<file path="src/rtl/pmc_pkg.sv">
package pmc_pkg;

    typedef enum logic [2:0] {
        PM_RESET  = 3'd0,
        PM_RUN    = 3'd1,
        PM_SLEEP  = 3'd2,
        PM_SWSTBY = 3'd3,
        PM_HWSTBY = 3'd4
    } pmode_e;

    // Divide exponent for a code; codes above the limit saturate.
    function automatic int unsigned div_shift(int unsigned code, int unsigned max_shift);
        return (code > max_shift) ? max_shift : code;
    endfunction

endpackage

</file>
<file path="src/rtl/pmc_mode_fsm.sv">
module pmc_mode_fsm
    import pmc_pkg::*;
(
    input  logic   clk,
    input  logic   rst_pin_n,
    input  logic   wdt_ovf,
    input  logic   hwstby_n,
    input  logic   sleep_req,
    input  logic   stby_sel,
    input  logic   irq,
    input  logic   ext_irq,
    output pmode_e mode_q,
    output logic   hard_clr
);

    typedef struct packed {
        pmode_e mode;
    } fsm_t;

    fsm_t st_d, st_q;

    always_comb begin
        hard_clr = !hwstby_n || !rst_pin_n || wdt_ovf;
        st_d     = st_q;
        if (!hwstby_n) begin
            st_d.mode = PM_HWSTBY;
        end else if (!rst_pin_n || wdt_ovf) begin
            st_d.mode = PM_RESET;
        end else begin
            unique case (st_q.mode)
                PM_HWSTBY: st_d.mode = PM_RESET;
                PM_RESET:  st_d.mode = PM_RUN;
                PM_RUN: begin
                    if (sleep_req) st_d.mode = stby_sel ? PM_SWSTBY : PM_SLEEP;
                end
                PM_SLEEP: begin
                    if (irq || ext_irq) st_d.mode = PM_RUN;
                end
                PM_SWSTBY: begin
                    if (ext_irq) st_d.mode = PM_RUN;
                end
                default: st_d.mode = PM_RESET;
            endcase
        end
    end

    always_ff @(posedge clk) begin
        st_q <= st_d;
    end

    assign mode_q = st_q.mode;

    p_hwstby_r2: assert property (@(posedge clk) disable iff (!rst_pin_n)
        !hwstby_n |=> mode_q == PM_HWSTBY);

    p_wdt_r1: assert property (@(posedge clk) disable iff (!rst_pin_n)
        (hwstby_n && wdt_ovf) |=> mode_q == PM_RESET);

    p_sleep_r7: assert property (@(posedge clk) disable iff (!rst_pin_n)
        (mode_q == PM_RUN && sleep_req && !stby_sel && hwstby_n && !wdt_ovf)
        |=> mode_q == PM_SLEEP);

    p_swstby_hold_r8: assert property (@(posedge clk) disable iff (!rst_pin_n)
        (mode_q == PM_SWSTBY && hwstby_n && !wdt_ovf && !ext_irq)
        |=> mode_q == PM_SWSTBY);

endmodule

</file>
<file path="src/rtl/pmc_clksel.sv">
module pmc_clksel #(
    parameter int SEL_W = 3
) (
    input  logic             clk,
    input  logic             clr,
    input  logic             run,
    input  logic             wr_en,
    input  logic [SEL_W-1:0] wr_data,
    input  logic             bus_end,
    output logic [SEL_W-1:0] cur_q,
    output logic             apply
);

    typedef struct packed {
        logic [SEL_W-1:0] sel;
        logic [SEL_W-1:0] cur;
    } sel_t;

    sel_t r_d, r_q;

    always_comb begin
        r_d   = r_q;
        apply = 1'b0;
        if (clr) begin
            r_d.sel = '0;
            r_d.cur = '0;
        end else begin
            if (wr_en) r_d.sel = wr_data;
            if (run && bus_end && (r_q.sel != r_q.cur)) begin
                r_d.cur = r_q.sel;
                apply   = 1'b1;
            end
        end
    end

    always_ff @(posedge clk) begin
        r_q <= r_d;
    end

    assign cur_q = r_q.cur;

    p_defer_r3: assert property (@(posedge clk) disable iff (clr)
        !(bus_end && run) |=> $stable(cur_q));

    p_take_r3: assert property (@(posedge clk) disable iff (clr)
        (bus_end && run) |=> cur_q == $past(r_q.sel));

    p_idle_hold_r9: assert property (@(posedge clk) disable iff (clr)
        !run |=> $stable(cur_q));

endmodule

</file>
<file path="src/rtl/pmc_divider.sv">
module pmc_divider
    import pmc_pkg::*;
#(
    parameter int SEL_W     = 3,
    parameter int MAX_SHIFT = 5
) (
    input  logic             clk,
    input  logic             clr,
    input  logic             run,
    input  logic             apply,
    input  logic [SEL_W-1:0] div_code,
    output logic             ce
);

    localparam int CNT_W = MAX_SHIFT;

    typedef struct packed {
        logic [CNT_W-1:0] cnt;
    } div_t;

    div_t d_d, d_q;
    logic [CNT_W-1:0] lim;

    always_comb begin
        lim = CNT_W'((1 << div_shift(int'(div_code), MAX_SHIFT)) - 1);
        ce  = run && ((div_code == '0) || (d_q.cnt == lim));
        d_d = d_q;
        if (clr || !run || apply || (d_q.cnt == lim)) begin
            d_d.cnt = '0;
        end else begin
            d_d.cnt = d_q.cnt + 1'b1;
        end
    end

    always_ff @(posedge clk) begin
        d_q <= d_d;
    end

    p_ce_gap_r5: assert property (@(posedge clk) disable iff (clr)
        (ce && (div_code != '0) && !apply) |=> !ce);

endmodule

</file>
<file path="src/rtl/pmc_ctrl.sv">
module pmc_ctrl
    import pmc_pkg::*;
#(
    parameter int SEL_W     = 3,
    parameter int MAX_SHIFT = 5
) (
    input  logic             clk,
    input  logic             rst_pin_n,
    input  logic             wdt_ovf,
    input  logic             hwstby_n,
    input  logic             sel_wr,
    input  logic [SEL_W-1:0] sel_wdata,
    input  logic             stby_sel,
    input  logic             sleep_req,
    input  logic             irq,
    input  logic             ext_irq,
    input  logic             bus_end,
    output logic             cpu_ce,
    output logic             per_ce,
    output logic [2:0]       mode,
    output logic [SEL_W-1:0] cur_div
);

    pmode_e mode_q;
    logic   hard_clr;
    logic   run;
    logic   apply;

    pmc_mode_fsm u_fsm (
        .clk       (clk),
        .rst_pin_n (rst_pin_n),
        .wdt_ovf   (wdt_ovf),
        .hwstby_n  (hwstby_n),
        .sleep_req (sleep_req),
        .stby_sel  (stby_sel),
        .irq       (irq),
        .ext_irq   (ext_irq),
        .mode_q    (mode_q),
        .hard_clr  (hard_clr)
    );

    assign run = (mode_q == PM_RUN);

    pmc_clksel #(.SEL_W(SEL_W)) u_sel (
        .clk     (clk),
        .clr     (hard_clr),
        .run     (run),
        .wr_en   (sel_wr),
        .wr_data (sel_wdata),
        .bus_end (bus_end),
        .cur_q   (cur_div),
        .apply   (apply)
    );

    pmc_divider #(.SEL_W(SEL_W), .MAX_SHIFT(MAX_SHIFT)) u_div (
        .clk      (clk),
        .clr      (hard_clr),
        .run      (run),
        .apply    (apply),
        .div_code (cur_div),
        .ce       (cpu_ce)
    );

    assign per_ce = (mode_q != PM_SWSTBY) && (mode_q != PM_HWSTBY);
    assign mode   = mode_q;

endmodule

</file>
<file path="config.mk">
export PLATFORM = sky130hd
export DESIGN_NAME = pmc_ctrl
export DESIGN_NICKNAME = d
export VERILOG_FILES = /design/src/rtl/pmc_pkg.sv /design/src/rtl/pmc_mode_fsm.sv /design/src/rtl/pmc_clksel.sv /design/src/rtl/pmc_divider.sv /design/src/rtl/pmc_ctrl.sv
export SDC_FILE = /design/constraint.sdc
export NUM_CORES = 1
export LEC_CHECK = 0
export BUFFER_PORTS_ARGS = -buffer_cell sky130_fd_sc_hd__buf_2
export CAP_MARGIN = 5
export CORE_MARGIN = 1
export CORE_UTILIZATION = 50
export CTS_CLUSTER_DIAMETER = 150
export DETAILED_ROUTE_END_ITERATION = 12
export PLACE_DENSITY_LB_ADDON = 0.08
export SLEW_MARGIN = 0
export SYNTH_ARGS = -nofsm -noshare
export SYNTH_HDL_FRONTEND = slang
export SYNTH_SLANG_ARGS = --single-unit
</file>
<file path="constraint.sdc">
create_clock -name clk -period 2.5 [get_ports clk]
set_input_delay 0.25 -clock clk [delete_from_list [all_inputs] [get_ports clk]]
set_output_delay 0.25 -clock clk [all_outputs]
set_load 0.05 [all_outputs]
</file>
==> metrics.txt, run 1 <==
DRT Wirelength=about 1400 um; Setup CP Type=reg2out; Hold Crit Depth=2; r2r setup slk=between 600 and 700 ps; # setup viols final=0; Hold Path Origin=hwstby_n; Die Y=approximately 42 um; Synth Register Bits=14; reg2reg start=u_sel.cur_q[1]; startpoint class of the critical path=register; post-route insts no fill=about 120; first-pass GRT wire length=between 2000 and 2500 um; Switch Pwr=87.4 uW; reg-to-reg endpoint=u_div.d_q[0]; largest net degree at the start of global routing=10; FP Rows=13; CP required=around 2300 ps; FF-to-FF path depth=8; Routed Antenna Nets=0; Clock Latency Late Sink=about 270 ps; io pins=21; antenna violations before repair=0; Post-Synthesis Cells=82; Slew @ Worst Pin=372 ps; via density per instance=between 5 and 6; Clock Skews=1.19 ps; Placed Cells=112; Initial Util=0.572; HPWL after DPL=about 1000 um; Max Freq=0.425 GHz; max-slew violation count=0; synth top area cells=dfxtp_1 (35%), mux2i_1 (7.6%), xor2_1 (6.6%); distinct cell type count after synthesis=28; Max-Cap Viols=0; vias in the first global route=roughly 580; CP max FO=8; # H-tree levels=1; syn avg cell area=9.64 um^2; Post-Syn Nets=between 90 and 100; Area Growth Syn to Fin=16.5%; core area=~0.0014 mm^2; Synth top cells by count=dfxtp_1 (14), nor2_1 (9), mux2i_1 (6), xor2_1 (6), nor3_1 (5); Clock Pin Slew Worst Setup and Hold Paths=70 ps; clock buffer depth=2; final hold slack=~140 ps; die width=roughly 42 um; leakage=between 0.3 and 0.4 nW; Worst VDD drop=0.324 mV; relative slew slack=0.746; DRC viols=0; EDFF count, synth=0; Hold Path Class=in2reg; CTS sink cnt=14; sequential-to-total area share from yosys stat=0.354; clock buffer count from CTS=3; Critical Path AT=~2100 ps; Mapped Area=791 um^2; fraction of layout cells with a size suffix above 1=0.382; pwr/cell area=approximately 420 mW/mm^2; Tcrit/Tclk final=0.940; Int Pwr=about 300 uW; count leader, synth=dfxtp_1; leading area contributor after synthesis=dfxtp_1; DR WL/cell=11.7 um; Hold EP=u_fsm.mode_q[2]; setup TNS=0 ps; drt first pass iters=4; grt total ovfl=0; Tot GR Track Use=0.175; RSZ-0062 raised after global routing=no; post-synth top area share=0.354; filler cell count=122; clock share of power=0.316; DRT iter0 DRCs=19; # port buffers=20; Final Wtd Congestion=between 0.7 and 0.8; Crit. End Element=output port; Logic pwr share=0.089; post-layout net count=around 120; die area=around 0.0017 mm^2; minimum clock period=2350 ps; status=finished clean; switch share=0.228; Via Count=about 630; Final Hold Fails=0; # diodes=0; Root Buffer=clkbuf_4; CTS tree=yes; Most used DFF post-synth=dfxtp_1; Synth warnings=0; Seq pwr share=0.595; asr flop ratio synth=0
timing repair:
item                                    CTS  global route
endpoints found under the setup margin    1             1
pin swaps                                 0             2
hold buffers                              0             0
gates resized for setup                   2             3
hold endpoints to repair                  0             0
buffers inserted                          0             2
critical path, cell delays in order, from the launching register on:
cell      delay, ps
dfxtp_2         370
nor3_2          220
inv_1            80
ha_1            310
xor2_1          130
o211ai_1        190
nor3b_1         220
o21a_1          130
buf_4           190
power groups by stage:
stage	clock, mW	sequential (mW)	combinational (mW)
2_1_floorplan	0	0.237	0.0152
3_3_place_gp	0	0.233	0.0336
3_5_place_dp	0	0.233	0.0341
4_1_cts	0.129	0.228	0.0345
5_1_grt	0.135	0.228	0.0376
6_report	0.121	0.228	0.0342
worst max path at each step:
stage	slack, ps	from	cells past startpoint	endpoint
after floorplan	180	u_sel.cur_q[0]	8	cpu_ce
final	150	u_sel.cur_q[1]	8	cpu_ce
after CTS	30	u_sel.cur_q[2]	8	cpu_ce
after detailed placement	260	u_sel.cur_q[2]	8	cpu_ce
after global routing	2	u_sel.cur_q[1]	8	cpu_ce
after global placement	330	u_sel.cur_q[2]	8	cpu_ce
layout by cell type (no fill, tap or decap), types with 2 or more instances in the layout:
cell type	count
dfxtp_2	3
buf_2	19
a21oi_1	3
nand2_1	2
nor3b_1	3
nor3_1	4
mux2i_1	6
inv_1	3
nand3_1	2
nor3_2	5
nor2_1	9
ha_1	2
dfxtp_1	11
o211ai_1	2
buf_4	4
clkbuf_4	3
xor2_1	6
xnor2_1	4
final cells by class:
type,count,area (um^2),area share
well taps,15,18.8,0.0204
multi-input cells,59,459,0.499
clock buffers,3,22.5,0.0245
repair buffers,23,125,0.136
inverters,3,11.3,0.0122
flip-flops and latches,14,284,0.308
layer usage:
layer	vias up	wire (um)	GRT usage
met5	-	0	0
met4	0	29	0.116
met3	4	51	0.0304
met2	18	633	0.291
met1	279	657	0.203
li1	326	-	-
flip-flops by register name (all words and copies together) (netlist names):
register	count
u_div.d_q	5
u_fsm.mode_q	3
u_sel.cur_q	3
u_sel.r_q	3
metrics by stage:
stage	setup WS, ps	area, um^2	total power [mW]	util
global route	1.89	921	0.401	0.666
CTS	27.9	902	0.391	0.652
floorplan	184	791	0.252	-
finish	149	921	0.383	0.666
detailed placement	257	872	0.267	0.631
global placement	331	872	0.267	0.631
kinds of logic after synthesis:
family                   after synthesis  synth area share
AND/OR/NAND/NOR                       31             0.259
flip-flops                            14             0.354
XOR/XNOR                              10             0.111
AO/OA/AOI/OAI                          9            0.0823
buffers and inverters                  9            0.0712
multiplexers                           7            0.0902
adder cells (fa/ha/maj)                2            0.0316
Note: power is estimated with default switching activity, not from simulation.
==> run 2, diff against run 1 <==
Settings changed: PLACE_DENSITY_LB_ADDON 0.08 to 0.3.
Clock period 2.5 ns to 2.3 ns, I/O delays scaled along.
==> metrics.txt, run 2 (synthesis gave the netlist of run 1 again) <==
status=finished with violations; failing checks=setup timing; die area=between 0.0015 and 0.002 mm^2; Root Buffer=clkbuf_4; Hold Path Class=in2reg; Top reg by flops=u_div.d_q; # diodes=0; FP Rows=13; Clock Skews=about 4.4 ps; Final WS setup=-32.3 ps; io pins=21; DRC viols=0; RSZ-0062 raised after global routing=yes; Routed Antenna Nets=0; fraction of layout cells with a size suffix above 1=0.459; Via Count=676; filler cell count=103; Max stage delay on crit path=between 300 and 400 ps; Tcrit/Tclk final=1.01; # port buffers=20; GR Util met3=0.0522; # H-tree levels=1; antenna violations before repair=0; crit path cell chain=nor3_4, inv_2, ha_4, xnor2_1, o211ai_1, nor3b_1, o21a_1, buf_6; HPWL after DPL=1040 um; post-route insts no fill=approximately 120; Tot GR Track Use=0.188; Crit-path slowest cell=dfxtp_4; global routing usage on met1=0.236; Max Freq=approximately 0.43 GHz; leading cell type in the layout, fill and taps excluded=buf_2; CP required=roughly 2100 ps; CTS sink cnt=14; Worst Path Buf+Inv=2; Max-Cap Viols=0; largest net degree at the start of global routing=10; Placed Cells=114; core area=0.00138 mm^2; Setup CP Type=reg2out; minimum clock period=between 2000 and 2500 ps; # setup viols final=1; DRT iter0 DRCs=10; Clock Pin Slew Worst Setup and Hold Paths=about 80 ps; Crit. End Element=output port; relative slew slack=0.742; startpoint class of the critical path=register; DR WL/cell=~13 um; CP max FO=5; Area Growth Syn to Fin=27.7%; Critical Path AT=between 2000 and 2500 ps; via density per instance=between 5 and 6; grt met2 use=0.291; Final Wtd Congestion=0.819; die width=between 40 and 50 um; leakage=between 0.4 and 0.5 nW; GRT Max-Usage Layer=met2; drt first pass iters=3; most frequent cells in the layout=buf_2 (19), dfxtp_1 (11), buf_4 (9), nor2_1 (8); Die Y=between 40 and 50 um; first-pass GRT wire length=approximately 2500 um; clock buffer count from CTS=3; grt total ovfl=0; post-layout net count=around 130; Place WS=~110 ps; CTS tree=yes; clock buffer depth=2; pwr/cell area=about 420 mW/mm^2; Final Hold Fails=0; Initial Util=0.572; Worst VDD drop=around 0.36 mV; DRT Wirelength=about 1600 um; family with the most delay on the worst path=simple AND/OR/NAND/NOR gates; max-slew violation count=0; Slew @ Worst Pin=382 ps; max reg flops=5; vias in the first global route=576; Clock Latency Late Sink=~280 ps
-- run 2: cell types whose count changed in the layout (fill, tap and decap cells not counted), sizes merged --
cell  before  now
buf       23   30
-- run 2: metrics by stage --
step           area [um^2]  hold WS (ps)  total power, mW   util  setup TNS [ps]
6_report              1010           111            0.421  0.730           -32.3
5_1_grt               1010           107            0.442  0.730            -107
4_1_cts                925           105            0.427  0.669               0
3_5_place_dp           887           411            0.290  0.642               0
3_3_place_gp           887           407            0.290  0.642               0
2_1_floorplan          791           287            0.274      -               0
-- run 2: layer usage --
layer  routed length (um)  part of all wire
met1                  803              0.49
met2                  742              0.45
met3                   56             0.034
met4                   34             0.021
met5                    0                 0
-- run 2: cell type report --
class	count	area [um^2]	area share
Tap cell	15	18.8	0.0186
Clock buffer	3	22.5	0.0223
Timing Repair Buffer	30	185	0.183
Sequential cell	14	289	0.286
Inverter	3	11.3	0.0112
Multi-Input combinational cell	59	483	0.478
-- run 2: worst paths after layout --
kind	from	to	slack (ps)	cells past startpoint
max	u_sel.cur_q[1]	cpu_ce	-30	8
min	hwstby_n	u_fsm.mode_q[2]	110	2
max reg2reg	u_sel.cur_q[1]	u_div.d_q[2]	350	8
min reg2reg	u_fsm.mode_q[2]	u_fsm.mode_q[1]	520	1
-- run 2: report_power, final --
part | internal [mW] | switching, mW
clock network | 0.0609 | 0.0771
registers | 0.242 | 0.00283
logic | 0.0163 | 0.0215
-- run 2: worst reg2reg max path, stage by stage, from the launching register on --
cell	delay [ps]
dfxtp_4	380
nor3_4	220
inv_2	80
ha_4	170
xnor2_1	240
o211ai_1	190
buf_4	180
nor3_4	300
nor3_2	90
-- run 2: timing repair --
action | in CTS | in global routing
hold endpoints to repair | 0 | 0
pin swaps | 0 | 5
endpoints found under the setup margin | 1 | 1
setup buffers | 1 | 6
hold buffers | 0 | 0
resized for setup | 2 | 12
cloned | 0 | 0
